==> config.mk <==
export PLATFORM = sky130hd
export DESIGN_NAME = dir_ram_indirect
export DESIGN_NICKNAME = d
export VERILOG_FILES = /design/src/rtl/dir_ram_indirect.sv
export SDC_FILE = /design/constraint.sdc
export NUM_CORES = 1
export LEC_CHECK = 0
export BUFFER_PORTS_ARGS = -buffer_cell sky130_fd_sc_hd__buf_4
export CAP_MARGIN = 20
export CORE_UTILIZATION = 49
export CTS_CLUSTER_SIZE = 24
export DETAILED_ROUTE_END_ITERATION = 6
export GPL_ROUTABILITY_DRIVEN = 0
export PLACE_DENSITY = 0.89
export REMOVE_ABC_BUFFERS = 1
export SETUP_SLACK_MARGIN = 0.5
export SYNTH_ARGS = -nofsm -noshare
export SYNTH_HDL_FRONTEND = slang
export SYNTH_SLANG_ARGS = --single-unit
==> constraint.sdc <==
create_clock -name clk -period 3.05 [get_ports clk]
set_input_delay 0.4575 -clock clk [delete_from_list [all_inputs] [get_ports clk]]
set_output_delay 0.4575 -clock clk [all_outputs]
set_load 0.05 [all_outputs]
==> src/rtl/dir_ram_indirect.sv <==
module dir_ram_indirect #(
  parameter int DW = 32,
  parameter int CW = 7,
  parameter int IW = 12
) (
  input  logic          clk,
  input  logic          rst_n,
  input  logic          reg_wr,
  input  logic          reg_sel,
  input  logic [63:0]   reg_wdata,
  output logic [63:0]   reg_rdata,
  output logic          busy,
  output logic          done,
  output logic [1:0]    ram_en,
  output logic [1:0]    ram_we,
  output logic [IW-1:0] ram_addr,
  output logic [DW-1:0] ram_wdata,
  output logic [CW-1:0] ram_wchk,
  input  logic [DW-1:0] ram0_rdata,
  input  logic [CW-1:0] ram0_rchk,
  input  logic [DW-1:0] ram1_rdata,
  input  logic [CW-1:0] ram1_rchk
);
  localparam int EW = DW + CW;
  localparam int TW = IW + 3;
  localparam logic [1:0] OP_RMW = 2'b00, OP_WGEN = 2'b01, OP_WRAW = 2'b10, OP_RRAW = 2'b11;

  typedef enum logic [1:0] {S_IDLE, S_RD, S_CAP, S_WR} st_t;

  st_t st;
  logic [TW-1:0] trig;
  logic [EW-1:0] content, hold, rword, wword;

  function automatic logic [CW-1:0] gen_chk(input logic [DW-1:0] d);
    logic [CW-1:0] c;
    int k;
    c = '0;
    k = 0;
    for (int p = 1; p < EW; p++) begin
      if ((p & (p - 1)) != 0 && k < DW) begin
        for (int i = 0; i < CW - 1; i++)
          if (p[i]) c[i] = c[i] ^ d[k];
        k++;
      end
    end
    c[CW-1] = ^{d, c[CW-2:0]};
    return c;
  endfunction

  wire [1:0] cmd     = trig[1:0];
  wire [1:0] way_sel = trig[2] ? 2'b10 : 2'b01;
  wire       trig_go = reg_wr & reg_sel & ~busy;
  wire       cont_go = reg_wr & ~reg_sel & ~busy;

  assign busy      = (st != S_IDLE);
  assign rword     = trig[2] ? {ram1_rchk, ram1_rdata} : {ram0_rchk, ram0_rdata};
  assign ram_en    = (st == S_RD || st == S_WR) ? way_sel : 2'b00;
  assign ram_we    = (st == S_WR) ? way_sel : 2'b00;
  assign ram_addr  = trig[TW-1:3];
  assign {ram_wchk, ram_wdata} = wword;
  assign reg_rdata = reg_sel ? 64'(trig) : 64'(content);

  always_comb begin
    case (cmd)
      OP_WRAW: wword = content;
      OP_WGEN: wword = {gen_chk(content[DW-1:0]), content[DW-1:0]};
      default: wword = hold;
    endcase
  end

  always_ff @(posedge clk or negedge rst_n) begin
    if (!rst_n) begin
      st      <= S_IDLE;
      trig    <= '0;
      content <= '0;
      hold    <= '0;
      done    <= 1'b0;
    end else begin
      done <= 1'b0;
      if (trig_go) begin
        trig <= reg_wdata[TW-1:0];
        st   <= (reg_wdata[1:0] == OP_RRAW || reg_wdata[1:0] == OP_RMW) ? S_RD : S_WR;
      end
      if (cont_go) content <= reg_wdata[EW-1:0];
      case (st)
        S_RD: st <= S_CAP;
        S_CAP: begin
          if (cmd == OP_RRAW) begin
            content <= rword;
            st      <= S_IDLE;
            done    <= 1'b1;
          end else begin
            hold <= rword ^ content;
            st   <= S_WR;
          end
        end
        S_WR: begin
          st   <= S_IDLE;
          done <= 1'b1;
        end
        default: ;
      endcase
    end
  end

  assert_one_way_R8: assert property (@(posedge clk) disable iff (!rst_n)
    $onehot0(ram_en));
  assert_we_needs_en_R8: assert property (@(posedge clk) disable iff (!rst_n)
    (ram_we & ~ram_en) == 2'b00);
  assert_done_pulse_R10: assert property (@(posedge clk) disable iff (!rst_n)
    done |=> !done);
  assert_busy_from_trigger_R9: assert property (@(posedge clk) disable iff (!rst_n)
    $rose(busy) |-> $past(reg_wr && reg_sel));
  assert_rmw_same_way_R7: assert property (@(posedge clk) disable iff (!rst_n)
    (ram_we != 2'b00 && cmd == OP_RMW) |-> ($past(ram_en, 2) == ram_en && $past(ram_we, 2) == 2'b00));
  assert_content_kept_R7: assert property (@(posedge clk) disable iff (!rst_n)
    (busy && cmd != OP_RRAW) |=> $stable(content));
endmodule

==> results by group, run 1 <==
Placed design
  – I/O Buffers: ~220
  – Placed cells: 988
  – DP Wirelength: 11.9 mm
  – Post-Place Worst Slack: 0.114 ns

Timing
  – Final setup viols: 0
  – RSZ-0062 raised after global routing: yes
  – Slew HR: 0.519
  – Final Hold Vio Count: 0
  – Final setup margin: 0.0198 ns
  – Final Max Tran Viols: 0
  – Worst slew pin tran: 0.722 ns
  – Clock skew: 0.00688 ns
  – Final period utilization: 0.994
  – Max Clock Freq: 330 MHz
  – Fin crit period: 3.03 ns

Drt
  – Routed Antenna Nets: 0
  – DR vias/cell: 5.16
  – Routed via count: 5296
  – Routed wire length: 17.0 mm
  – DR iter-0 viols: between 300 and 400
  – DR WL/cell: 16.6 µm
  – Post-route DRC violation count: 0
  – DRT Pass-1 Iters: 4

Floorplanning
  – Die area: 13700 µm²
  – Num ports: ~270
  – Core Area: 12800 µm²
  – Chip Height: around 120 µm
  – Initial Util: 0.507
  – Chip width: between 100 and 150 µm
  – Row count: 41

Worst setup path
  – Crit start category: flop
  – WP data arrival: 2.57 ns
  – Setup crit end kind: output pin
  – Required @ worst endpoint: around 2.6 ns
  – Reg2Reg Launch Point: trig[0]
  – Reg-to-reg setup timing slack: 0.77 ns
  – R2R cell count: 5
  – Worst-path fanout max: 2
  – Kind of critical path: flop to output pin
  – RR Endpoint: hold[8]
  – CP startpoint: content[25]

Finish
  – Nets: 1000
  – P&R area growth vs syn: 36.6%
  – Number of fill cells: between 900 and 1000
  – Ratio of cells with drive above 1 in the final layout: 0.463
  – Layout Cells excl Fill: 1027
  – ANT cells: 0
  – Most frequent cells in the layout: buf_4 (245), nand2_1 (84), o21ai_0 (79)
  – Most common cell after layout, fill and taps aside: buf_4

Clock tree
  – Clk root buf: clkbuf_16
  – Clk sink count: 96
  – CTS buffer count: 9
  – Clock-pin slew on the worst setup and hold paths: ~0.07 ns
  – Clk buf depth: 2
  – Clk_lat worst skew: roughly 0.34 ns
  – CTS tree: done
  – Hold_buf cts: 0
  – Htree depth: 3

Synth
  – Most used DFF post-synth: dfrtp_1
  – Sequential area share after synthesis: 0.371
  – Avg Synthesized Cell Area: 9.72 µm²
  – Count of different cell masters after synthesis: 33
  – Post-synth ARST share: 1.00
  – Ys Warns: 0
  – Yosys reg bits: 96
  – EDFF count, synth: 0
  – Synth Instances: 666
  – Cell Area, Synth: about 6500 µm²

Global routing
  – Pin count of the biggest net entering global routing: between 50 and 60
  – Global route overflow: 0
  – Tot GR Track Use: 0.254
  – Vias in the first global route: 4937
  – Initial antenna violation count: 0
  – First-pass GRT wire length: about 26 mm

Run
  – Max Cap Viol: 0

Hold path
  – Hold WC Path Type: primary input to asynchronous set/reset pin

Run status
  – Outcome: finished, final reports clean
through the flow:
stage                     utilization  TNS, ns  cell area (µm²)  hold slack (ns)
after global routing            0.692  -0.0958             8840            0.225
final                           0.692        0             8840            0.158
after global placement          0.627        0             8000            0.461
after floorplan                     -   -69.88             6030            0.162
after CTS                       0.681        0             8700            0.188
after detailed placement        0.627        0             8000            0.472
metal layers:
layer	global-route usage	routed length, µm	vias to the layer above
met3	0.0479	983	29
met1	0.304	6800	2525
met5	0	0	-
met2	0.450	8860	196
li1	-	-	2546
met4	0.101	387	0
logic make-up after synthesis:
kind of cell             synth area share
AO/OA/AOI/OAI                       0.122
XOR/XNOR                            0.152
adder cells (fa/ha/maj)           0.00580
buffers and inverters              0.0878
flip-flops                          0.371
multiplexers                        0.177
other                            0.000579
AND/OR/NAND/NOR                    0.0843
flip-flops by register name, summed over array words and instances, names as in the netlist:
name,cells
trig,15
done,1
st,2
content,39
hold,39
what timing repair did:
item                                    in CTS  in global routing
buffers inserted                            17                  7
gates resized for setup                     57                 13
endpoints found under the setup margin      39                 23
pin swaps                                   22                 18
final cells by class:
class | count | area [µm²] | share of cell area
Tap cell | 172 | 215 | 0.0243
Clock inverter | 3 | 65.1 | 0.00736
Multi-Input combinational cell | 482 | 3890 | 0.440
Clock buffer | 12 | 256 | 0.0290
Inverter | 9 | 33.8 | 0.00382
Timing Repair Buffer | 253 | 1950 | 0.221
Sequential cell | 96 | 2430 | 0.275
worst max path at each step:
| stage | endpoint | slack [ns] |
|---|---|---|
| floorplan | content[0] | -1.57 |
| CTS | ram_wchk[6] | 0.003 |
| global route | ram_wchk[6] | -0.1 |
| finish | ram_wchk[6] | 0.02 |
| global placement | ram_wchk[6] | 0.13 |
| detailed placement | ram_wchk[6] | 0.11 |
synth_stat cells, types with 6 or more instances:
cell | n | area share
a22o_1 | 32 | 0.043
dfrtp_1 | 96 | 0.37
o21ai_0 | 81 | 0.063
xnor3_1 | 7 | 0.024
a21oi_1 | 6 | 0.0046
nor2b_1 | 23 | 0.022
xor2_1 | 43 | 0.058
mux2i_1 | 41 | 0.063
nor2_1 | 7 | 0.0041
nand2_1 | 84 | 0.049
buf_4 | 37 | 0.043
clkbuf_1 | 56 | 0.032
buf_2 | 6 | 0.0046
inv_1 | 9 | 0.0052
mux2_2 | 65 | 0.11
xnor2_1 | 45 | 0.061
critical path: stages, from the launching register on:
cell and delay [ns]:
dfrtp_2 0.43, xor2_2 0.19, xnor2_2 0.22, xnor3_2 0.50, xnor2_2 0.18, xnor3_1 0.35, o221ai_2 0.16, buf_6 0.19
Power of run 1 is not shown: default switching activity piles up to over one toggle a cycle in this logic, so the estimate is an artifact.
==> run 2, diff against run 1 <==
Settings changed: CAP_MARGIN 20 to not set, CORE_UTILIZATION 49 to 29, PLACE_DENSITY 0.89 to 0.61.
==> results by group, run 2 (same netlist as run 1, synthesis figures left out) <==
Floorplanning
  – Num ports: 267 (unchanged)
  – Initial Util: 0.297 (-0.210)
  – Core Area: 21800 µm² (+71%)
  – Chip width: 151 µm (+29%)
  – Die area: 22900 µm² (+68%)
  – Row count: 54 (+32%)
  – Chip Height: 151 µm (+29%)

Worst setup path
  – R2R cell count: 7 (+2)
  – CP endpoint: ram_wchk[6]
  – RR Endpoint: content[8]
  – Worst-path fanout max: 3 (+1)
  – Required @ worst endpoint: 2.59 ns (about the same)
  – Setup crit end kind: output pin
  – Reg-to-reg setup timing slack: 1.08 ns (+0.31 ns)
  – Reg2Reg Launch Point: st[1]
  – Kind of critical path: flop to output pin
  – WP data arrival: 2.56 ns (about the same)
  – CP startpoint: content[3]
  – Crit start category: flop

Placed design
  – DP Wirelength: 12.7 mm (+7.1%)
  – I/O Buffers: 216 (unchanged)
  – Placed Area: 8190 µm² (+2.3%)

Drt
  – Routed via count: 5177 (-2.2%)
  – DRT Pass-1 Iters: 4 (unchanged)
  – DR WL/cell: 16.2 µm (-2.6%)
  – DR iter-0 viols: 144 (-60%)
  – Post-route DRC violation count: 0 (unchanged)
  – Routed Antenna Nets: 0 (unchanged)
  – Routed wire length: 18.5 mm (+8.6%)
  – DR vias/cell: 4.52 (-12%)

Global routing
  – Pin count of the biggest net entering global routing: 80 (+45%)
  – Vias in the first global route: 4939 (+0.041%)
  – Tot GR Track Use: 0.165 (-0.0890)
  – Global route overflow: 0 (unchanged)
  – First-pass GRT wire length: 28.1 mm (+9.0%)
  – Initial antenna violation count: 0 (unchanged)

Finish
  – Largest regs: content: 39 flops, hold: 39 flops, trig: 15 flops
  – Nets: 1009 (+0.90%)
  – Most frequent cells in the layout: buf_4 (250), nand2_1 (84), o21ai_0 (79)
  – ANT cells: 0 (unchanged)
  – P&R area growth vs syn: 41.6%
  – Most common cell after layout, fill and taps aside: buf_4
  – Ratio of cells with drive above 1 in the final layout: 0.474 (+0.0108)
  – Post-route cell area: 9160 µm² (+3.6%)

Clock tree
  – Clock-pin slew on the worst setup and hold paths: 0.07 ns (about the same)
  – Clk buf depth: 2 (unchanged)
  – Clk root buf: clkbuf_16
  – Clk_lat worst skew: 0.35 ns (about the same)
  – Clk sink count: 96 (unchanged)
  – Htree depth: 3 (unchanged)
  – CTS tree: done
  – CTS buffer count: 9 (unchanged)

Timing
  – Final period utilization: 0.990 (-0.00393)
  – Worst slew pin tran: 0.910 ns (+0.189 ns)
  – Hold Slack: 0.232 ns (+0.0742 ns)
  – Final Max Tran Viols: 0 (unchanged)
  – RSZ-0062 raised after global routing: yes
  – Final setup viols: 0 (unchanged)
  – Max Clock Freq: 331 MHz (+0.40%)
  – Fin crit period: 3.02 ns (-0.0120 ns)
  – Clock skew: 0.0106 ns (+0.00369 ns)
  – Slew HR: 0.393 (-0.126)
  – Final Hold Vio Count: 0 (unchanged)

Run status
  – Outcome: finished, final reports clean

Hold path
  – Hold WC Path Type: primary input to asynchronous set/reset pin

Run
  – Max Cap Viol: 0 (unchanged)
-- run 2: cell types whose count changed in the layout (fill, tap and decap cells not counted), sizes merged --
cell,previous run,this run
clkinvlp,0,1
nor2,7,8
clkinv,1,4
clkbuf,12,10
buf,253,261
bufinv,2,1
-- run 2: metrics by stage --
step                worst slack, ns  utilization  instances  TNS (ns)
floorplan                     -1.57            -        587    -69.88
global placement              0.161        0.375       1102         0
detailed placement            0.133        0.375       1102         0
CTS                         -0.0219        0.415       1141   -0.0219
global route                 -0.128        0.420       1145    -0.130
finish                       0.0318        0.420       1145         0
-- run 2: repair_timing --
action,in CTS,in global routing
hold buffers,0,0
hold endpoints to repair,0,0
setup endpoints to repair,39,38
gates cloned,1,0
setup buffers,22,4
gates resized for setup,67,14
pin swaps,26,11
-- run 2: worst min-delay path by stage --
stage	endpoint	slack, ns	cells past startpoint
floorplan	content[0]	0.16	0
global placement	hold[4]	0.46	2
detailed placement	hold[4]	0.47	2
CTS	trig[5]	0.25	1
global route	trig[5]	0.30	1
finish	trig[5]	0.23	1
-- run 2: layer usage --
layer | track usage | vias up | wire [µm]
li1 | - | 2559 | -
met1 | 0.216 | 2468 | 8310
met2 | 0.274 | 139 | 9020
met3 | 0.0286 | 11 | 932
met4 | 0.0510 | 0 | 224
met5 | 0 | - | 0
-- run 2: area by class of cell --
cell class,count,area (µm²)
clock buffer,10,239
sequential,96,2430
fill,2160,12700
tap,280,350
timing repair buffer,261,2040
inverter,9,33.8
multi-input combinational,483,4010
clock inverter,6,68.8
-- run 2: worst max-delay path, stage by stage (launching register included) --
cell and delay (ns):
dfrtp_2 0.47, xnor2_2 0.18, xnor2_2 0.26, xnor2_1 0.18, xnor3_1 0.36, xnor3_1 0.40
o221ai_2 0.16, buf_6 0.19
Power of run 2 is left out for the same reason.
==> run 3, diff against run 2 <==
Settings changed: ABC_AREA set to 1, CELL_PAD_IN_SITES_DETAIL_PLACEMENT set to 0, CELL_PAD_IN_SITES_GLOBAL_PLACEMENT set to 2, CORE_UTILIZATION 29 to 26, PLACE_DENSITY 0.61 to 0.9.
==> results by group, run 3 <==
Floorplanning
  – Core Area: 27300 µm² (+25%)
  – Initial Util: 0.267 (-0.0290)
  – Chip width: 169 µm (+12%)
  – Chip Height: 169 µm (+12%)
  – Num ports: 267 (unchanged)
  – Die area: 28700 µm² (+25%)
  – Row count: 60 (+11%)

Worst setup path
  – Kind of critical path: flop to output pin
  – Required @ worst endpoint: 2.59 ns (about the same)
  – R2R cell count: 5 (-2)
  – Setup crit end kind: output pin
  – WP data arrival: 2.51 ns (-0.05 ns)
  – Crit start category: flop
  – Worst-path fanout max: 5 (+2)

Global routing
  – Tot GR Track Use: 0.169 (+0.00461)
  – Initial antenna violation count: 0 (unchanged)
  – Pin count of the biggest net entering global routing: 80 (unchanged)
  – Vias in the first global route: 7054 (+43%)
  – First-pass GRT wire length: 37.6 mm (+34%)
  – Global route overflow: 0 (unchanged)

Placed design
  – Placed cells: 1656 (+50%)
  – DP Wirelength: 17.0 mm (+34%)
  – Placed Area: 9070 µm² (+11%)
  – I/O Buffers: 216 (unchanged)

Drt
  – DR vias/cell: 4.31 (-4.6%)
  – Post-route DRC violation count: 0 (unchanged)
  – DRT Pass-1 Iters: 4 (unchanged)
  – DR WL/cell: 14.0 µm (-13%)
  – Routed via count: 7495 (+45%)
  – Routed Antenna Nets: 0 (unchanged)
  – Routed wire length: 24.4 mm (+32%)
  – DR iter-0 viols: 353 (+150%)

Clock tree
  – Clk buf depth: 2 (unchanged)
  – Clk sink count: 96 (unchanged)
  – CTS tree: done
  – Htree depth: 3 (unchanged)
  – Clk root buf: clkbuf_16
  – CTS buffer count: 9 (unchanged)
  – Clk_lat worst skew: 0.36 ns (about the same)
  – Hold_buf cts: 0 (unchanged)
  – Clock-pin slew on the worst setup and hold paths: 0.08 ns (about the same)

Synth
  – Sequential area share after synthesis: 0.330 (-0.0417)
  – Top cells by count, synth: nand2_1 (461), o21ai_0 (127), dfrtp_1 (96), inv_1 (73), nand3_1 (66)
  – Synth top area cells: dfrtp_1 (33%), nand2_1 (24%), o21ai_0 (8.7%)
  – Post-synth ARST share: 1.00 (unchanged)
  – Area leader, netlist: dfrtp_1
  – Most used DFF post-synth: dfrtp_1
  – Yosys reg bits: 96 (unchanged)
  – Count leader, synth: nand2_1
  – Count of different cell masters after synthesis: 32 (-3.0%)
  – Avg Synthesized Cell Area: 6.46 µm² (-34%)
  – Synth Instances: 1129 (+70%)
  – Cell Area, Synth: 7290 µm² (+13%)
  – Ys Warns: 0 (unchanged)
  – EDFF count, synth: 0 (unchanged)
  – Top-area cell type share of the netlist area: 0.330 (-0.0417)

Timing
  – Worst slew pin tran: 1.01 ns (+0.0947 ns)
  – Setup TNS: 0 ns (unchanged)
  – Final Max Tran Viols: 0 (unchanged)
  – Max Clock Freq: 337 MHz (+1.6%)
  – Fin crit period: 2.97 ns (-0.0476 ns)
  – Slew HR: 0.328 (-0.0647)
  – Final period utilization: 0.974 (-0.0156)
  – Final Hold Vio Count: 0 (unchanged)
  – RSZ-0062 raised after global routing: yes
  – Clock skew: 0.00831 ns (-0.00227 ns)
  – Final setup viols: 0 (unchanged)

Finish
  – ANT cells: 0 (unchanged)
  – Most frequent cells in the layout: nand2_1 (412), buf_4 (277), o21ai_0 (126)
  – Most common cell after layout, fill and taps aside: nand2_1
  – P&R area growth vs syn: 42.3%
  – Largest regs: content: 39 flops, hold: 39 flops, trig: 15 flops
  – Layout Cells excl Fill: 1738 (+52%)
  – Ratio of cells with drive above 1 in the final layout: 0.344 (-0.130)
  – Nets: 1510 (+50%)
  – Fin util: 0.381 (-0.0393)
  – Post-route cell area: 10400 µm² (+13%)

Run status
  – Outcome: finished, final reports clean

Run
  – Max Cap Viol: 0 (unchanged)

Hold path
  – Hold WC Path Type: primary input to asynchronous set/reset pin
-- run 3: changes by cell type after synthesis, moves of 26 or more --
cell,change
nand2_1,+377
nand3_1,+65
inv_1,+64
mux2_2,-59
o21ai_0,+46
nor2_1,+42
xnor2_1,-40
a22o_1,-32
mux2i_1,-26
-- run 3: cells by family (layout without fill, tap and decap cells) --
family,after synthesis,after routing,share of synthesized area
AOI/OAI and AO/OA,159,159,0.110
xor gates and xnor gates,54,54,0.0690
muxes,21,21,0.0299
adders and majority gates,3,3,0.00515
buffers and inverters,199,411,0.127
DFF,96,96,0.330
other,1,25,0.000514
and+or+nand+nor,596,597,0.330
-- run 3: area by class of cell --
cell class | count | area (µm²)
Clock buffer | 10 | 229
Clock inverter | 6 | 67.6
Fill cell | 2967 | 16900
Inverter | 101 | 397
Multi-Input combinational cell | 859 | 4450
Sequential cell | 96 | 2420
Tap cell | 372 | 465
Timing Repair Buffer | 294 | 2330
-- run 3: stage by stage --
step / worst slack, ns / hold slack [ns]
6_report: 0.0794 / 0.128
5_1_grt: -0.109 / 0.178
3_5_place_dp: 0.349 / 0.473
4_1_cts: 0.0992 / 0.151
3_3_place_gp: 0.363 / 0.465
2_1_floorplan: -1.60 / 0.162
-- run 3: final timing paths --
path | from | end | slack, ns
max | content[11] | ram_wchk[6] | 0.08
min | rst_n | trig[6] | 0.13
max reg2reg | st[1] | trig[12] | 1.09
min reg2reg | hold[16] | hold[16] | 0.49
max in group asynchronous | rst_n | content[25] | 2.16
min in group clk | reg_wdata[4] | trig[4] | 0.33
-- run 3: critical path, cell delays in order, from the launching register on --
cell	delay, ns
dfrtp_2	0.47
buf_12	0.16
xnor2_4	0.17
xor2_2	0.18
xor2_2	0.22
xor2_1	0.20
nand3_2	0.10
nand2_2	0.09
inv_1	0.05
nand2_2	0.08
nand3_2	0.05
nand2_1	0.05
nor2_1	0.04
nor2_1	0.10
buf_6	0.17
-- run 3: timing repair --
action	4_1_cts	5_1_grt
pin swaps	26	40
resized for setup	78	62
cloned	0	1
endpoints found under the setup margin	39	39
setup buffers	46	19
-- run 3: routing by layer --
layer | wire length [µm] | up-vias | GRT usage
met4 | 181 | 0 | 0.0317
met1 | 11200 | 3411 | 0.215
li1 | - | 3908 | -
met3 | 1080 | 14 | 0.0324
met5 | 0 | - | 0
met2 | 11900 | 162 | 0.299
Power of run 3 is left out for the same reason.
